### src/rtl/wake_pkg.sv
package wake_pkg;
  typedef enum logic [2:0] {
    ST_IDLE = 3'd0,
    ST_DOM1 = 3'd1,
    ST_REC  = 3'd2,
    ST_DOM2 = 3'd3,
    ST_DONE = 3'd4
  } wake_st_e;
endpackage

### src/rtl/wake_sync.sv
module wake_sync #(
  parameter int STAGES = 2
) (
  input  logic clk_i,
  input  logic rst_ni,
  input  logic d_i,
  output logic q_o
);
  logic [STAGES-1:0] pipe_q;

  always_ff @(posedge clk_i or negedge rst_ni) begin
    if (!rst_ni) pipe_q <= '0;
    else         pipe_q <= {pipe_q[STAGES-2:0], d_i};
  end

  assign q_o = pipe_q[STAGES-1];
endmodule

### src/rtl/wake_timer.sv
module wake_timer #(
  parameter int TO_CYC = 1000,
  localparam int TW = $clog2(TO_CYC + 1)
) (
  input  logic          clk_i,
  input  logic          rst_ni,
  input  logic          run_i,    // sequence active in the next cycle
  input  logic          busy_i,   // sequence active in this cycle
  output logic          expire_o,
  output logic [TW-1:0] cnt_o
);
  logic [TW-1:0] cnt_q;

  always_ff @(posedge clk_i or negedge rst_ni) begin
    if (!rst_ni)    cnt_q <= '0;
    else if (run_i) cnt_q <= cnt_q + 1'b1;
    else            cnt_q <= '0;
  end

  // cnt_q holds the number of samples already consumed, so the sample
  // now being processed is number cnt_q + 1
  assign expire_o = busy_i && (cnt_q == TW'(TO_CYC - 1));
  assign cnt_o    = cnt_q;
endmodule

### src/rtl/wake_fsm.sv
module wake_fsm
  import wake_pkg::*;
#(
  parameter int FILT_CYC = 16,
  localparam int FW = $clog2(FILT_CYC + 1)
) (
  input  logic     clk_i,
  input  logic     rst_ni,
  input  logic     en_i,
  input  logic     dom_i,
  input  logic     expire_i,
  output wake_st_e state_o,
  output logic     run_o,
  output logic     busy_o
);
  localparam logic [FW-1:0] FMAX = FW'(FILT_CYC);

  wake_st_e      state_q, state_d;
  logic [FW-1:0] flt_q, flt_d;
  logic [FW-1:0] flt_inc;

  assign flt_inc = (flt_q == FMAX) ? FMAX : flt_q + 1'b1;

  always_comb begin
    state_d = state_q;
    flt_d   = flt_q;
    unique case (state_q)
      ST_IDLE: if (dom_i) begin state_d = ST_DOM1; flt_d = FW'(1); end
      ST_DOM1: begin
        if (dom_i)               flt_d = flt_inc;
        else if (flt_q == FMAX) begin state_d = ST_REC;  flt_d = FW'(1); end
        else                    begin state_d = ST_IDLE; flt_d = '0;     end
      end
      ST_REC: begin
        if (!dom_i)              flt_d = flt_inc;
        else if (flt_q == FMAX) begin state_d = ST_DOM2; flt_d = FW'(1); end
        else                    begin state_d = ST_DOM1; flt_d = FMAX;   end // gap absorbed
      end
      ST_DOM2: begin
        if (!dom_i)                    begin state_d = ST_REC; flt_d = FMAX; end
        else if (flt_q == FMAX - 1'b1) begin state_d = ST_DONE; flt_d = '0; end
        else                           flt_d = flt_inc;
      end
      ST_DONE: state_d = ST_DONE;
      default: begin state_d = ST_IDLE; flt_d = '0; end
    endcase
    if (expire_i && state_d != ST_DONE) begin
      state_d = ST_IDLE;
      flt_d   = '0;
    end
    if (!en_i) begin
      state_d = ST_IDLE;
      flt_d   = '0;
    end
  end

  always_ff @(posedge clk_i or negedge rst_ni) begin
    if (!rst_ni) begin
      state_q <= ST_IDLE;
      flt_q   <= '0;
    end else begin
      state_q <= state_d;
      flt_q   <= flt_d;
    end
  end

  assign state_o = state_q;
  assign busy_o  = state_q inside {ST_DOM1, ST_REC, ST_DOM2};
  assign run_o   = state_d inside {ST_DOM1, ST_REC, ST_DOM2};
endmodule

### src/rtl/wake_pattern_det.sv
module wake_pattern_det
  import wake_pkg::*;
#(
  parameter int FILT_CYC = 16,
  parameter int TO_CYC   = 1000,
  localparam int TW = $clog2(TO_CYC + 1)
) (
  input  logic clk_i,
  input  logic rst_ni,
  input  logic stby_i,
  input  logic bus_dom_i,
  output logic wake_o
);
  logic          dom_s;
  logic          expire, run, busy;
  logic [TW-1:0] tcnt;
  wake_st_e      state_q;

  wake_sync #(.STAGES(2)) u_sync (
    .clk_i (clk_i),
    .rst_ni(rst_ni),
    .d_i   (bus_dom_i),
    .q_o   (dom_s)
  );

  wake_timer #(.TO_CYC(TO_CYC)) u_timer (
    .clk_i   (clk_i),
    .rst_ni  (rst_ni),
    .run_i   (run),
    .busy_i  (busy),
    .expire_o(expire),
    .cnt_o   (tcnt)
  );

  wake_fsm #(.FILT_CYC(FILT_CYC)) u_fsm (
    .clk_i   (clk_i),
    .rst_ni  (rst_ni),
    .en_i    (stby_i),
    .dom_i   (dom_s),
    .expire_i(expire),
    .state_o (state_q),
    .run_o   (run),
    .busy_o  (busy)
  );

  assign wake_o = (state_q == ST_DONE);
endmodule

### config.mk
export PLATFORM = sky130hd
export DESIGN_NAME = wake_pattern_det
export DESIGN_NICKNAME = d
export VERILOG_FILES = /design/src/rtl/wake_pkg.sv /design/src/rtl/wake_sync.sv /design/src/rtl/wake_timer.sv /design/src/rtl/wake_fsm.sv /design/src/rtl/wake_pattern_det.sv
export SDC_FILE = /design/constraint.sdc
export NUM_CORES = 1
export LEC_CHECK = 0
export BUFFER_PORTS_ARGS = -buffer_cell sky130_fd_sc_hd__buf_2
export CAP_MARGIN = 20
export CORE_MARGIN = 4
export CORE_UTILIZATION = 63
export DETAILED_ROUTE_END_ITERATION = 16
export PLACE_DENSITY = 0.83
export SYNTH_ARGS = -nofsm -noshare
export SYNTH_HDL_FRONTEND = slang
export SYNTH_SLANG_ARGS = --single-unit
### constraint.sdc
create_clock -name clk_i -period 7 [get_ports clk_i]
set_clock_uncertainty 0.2 [all_clocks]
set_input_delay 0.7 -clock clk_i [delete_from_list [all_inputs] [get_ports clk_i]]
set_output_delay 0.7 -clock clk_i [all_outputs]
set_load 0.01 [all_outputs]
==> run metrics <==
synth cell count leaders=dfrtp_1, nor2_1, nand2_1; Boundary Pins=5; crit-path max FO=6; TritonRoute pass-1 iters=4; Post-Synth Adder-Cell Area=4.46%; vias=851; # hold bufs at CTS=0; initial core utilization=70.4%; via density per instance=5.91; Clock Sink Count=20; r2r startpoint=u_fsm.flt_q[0]; Netlist cell types=35; root buffer cell=clkbuf_4; worst skew pair latency=0.30 ns; Compound-Gate Fraction of Synth Area=13.2%; placed cell count=140; reg2reg end=u_fsm.flt_q[2]; largest family of logic cells by synthesized area=simple AND/OR/NAND/NOR gates; DR iter-0 viols=24; CTS H-tree lvls=1; largest net degree at the start of global routing=21; vias in the first global route=812; Seq/Total Area, Yosys=44.6%; Nets=129; Post-synth EDFFs=0; simple-gate share of the synthesized area=27.9%; Setup WS post-layout=4.39 ns; post_cts resized=0; Max Root-Sink Buffers=2; final worst path period share=37.2%; global-route wire length before repair=3580 um; worst slew pin tran=0.638 ns; total gr overflow=0; share of cells above drive strength 1=11.7%; Reg area=500 um2; post-CTS setup buffer count=0; Synth Cell Area=1120 um2; area occupied by multi-input gates=589 um2; static leakage=0.000528 uW; Max-cap violations=0; # fillers=107; PwrDens=189 nW/um2; Yosys reg bits=20; Reg2Reg Depth=8; Syn Nets=123; Tot GR Track Use=18.8%; Post-Layout Cell Count=144; Mapped Cells=115; CTS tree=built; Setup CP Type=reg2reg; Primary FF master, synth=dfrtp_1; initial antenna violation count=0; clock edge transition at the registers on the reported setup and hold paths=0.11 ns; Routed Antenna Nets=0; Worst setup SP type=flip-flop; Final Slew Violations=0; RSZ-0062 raised after global routing=false; dpl ws=4.46 ns; post-synth top area cell=dfrtp_1; final hold vios=0; Core Area=1590 um2; YS warnings=0; max frequency=384 MHz; area delta synth->final=7.92%; Die Wd=50.2 um; R2R setup slack=4.39 ns; diodes inserted=0; ranking of synthesized cells by area=dfrtp_1, nor2_1, ha_1; Syn Area/Cell=9.76 um2; time the worst path needs with I/O delays and setup=2.61 ns; slew margin rel.=57.2%; endpoints failing setup=0; VDD IR max=0.129 mV; post-route setup TNS=0 ns; top-count cell post-synth=dfrtp_1; CP Capture Point=u_fsm.flt_q[2]; PortBufs=4; # rows=14; drt total wl=2050 um; CP arrival=2.65 ns; top-area cell type share of the netlist area=44.6%; Worst setup EP type=flip-flop; proportion of synthesized area in mux cells=0%; RePlAce Congestion=0.822; Setup crit start=u_fsm.flt_q[0]; post-DP HPWL=1500 um; ys async rst share=100%; Post-Synth XOR/XNOR Area=7.02%; status=finished, final reports clean; die height=50.2 um; Crit path required time=7.05 ns; die area=2520 um2; Routed WL per cell=14.2 um; Hold WC Path Type=in2async; Num CTS Buffers=3; Remaining DRCs=0
## per-stage QoR
stage	hold slack (ns)	util [%]	power, uW	instance area [um2]
floorplan	0.131	-	132	1120
global placement	0.139	72.7	137	1160
detailed placement	0.148	72.7	138	1160
CTS	0.131	76.0	231	1210
global route	0.136	76.0	242	1210
finish	0.120	76.0	229	1210
## final cells by class
class | count | area share, %
Clock inverter | 1 | 2.48
Inverter | 5 | 1.55
Tap cell | 24 | 2.48
Sequential cell | 20 | 41.3
Clock buffer | 3 | 1.86
Timing Repair Buffer | 4 | 1.65
Multi-Input combinational cell | 87 | 48.7
## placed cells by master (no fill, tap or decap), types with 3 or more instances in the layout
master	count
nand2b_1	3
nand3_1	3
o21ai_0	4
buf_2	4
xnor2_1	5
a22o_1	3
nand2_1	12
dfrtp_1	20
ha_1	4
nor2_1	15
nor2b_1	7
inv_1	5
clkbuf_4	3
and3_1	3
xor2_1	4
## worst min path at each step
stage                       end  depth (start not counted)
3_3_place_gp   u_sync.pipe_q[1]                          0
6_report         u_fsm.flt_q[2]                          1
3_5_place_dp   u_sync.pipe_q[1]                          0
2_1_floorplan  u_sync.pipe_q[1]                          0
4_1_cts          u_fsm.flt_q[1]                          1
5_1_grt        u_timer.cnt_o[4]                          1
## critical path: stages (launching register included)
cell and delay, ns:
dfrtp_1 0.46, ha_1 0.25, and3_1 0.19, ha_1 0.17, and2_1 0.21, or4_1 0.44, a221oi_1 0.40, o21ai_0 0.15
nand2_1 0.09
## layer usage
metal	vias to the layer above	wire [um]	track usage (%)
li1	412	-	-
met1	398	969	26.6
met2	35	889	27.6
met3	6	152	4.14
met4	0	39	8.29
met5	-	0	0
## report_power, final
part | internal (uW) | switching (uW) | total, uW
Clock | 57.8 | 35.0 | 92.8
Sequential | 118 | 3.29 | 121
Combinational | 5.74 | 9.03 | 14.8
## flip-flops by register name, summed over array words and instances, names as in the netlist
register / flops
u_fsm.state_o: 3
u_timer.cnt_o: 10
u_sync.pipe_q: 2
u_fsm.flt_q: 5
## cell families after synthesis
| logic type | count (synthesis) |
|---|---|
| AOI/OAI and AO/OA | 18 |
| buffers and inverters | 8 |
| and+or+nand+nor | 56 |
| adders and majority gates | 4 |
| DFF | 20 |
| xor gates and xnor gates | 9 |
Note: power is estimated with default switching activity, not from simulation.
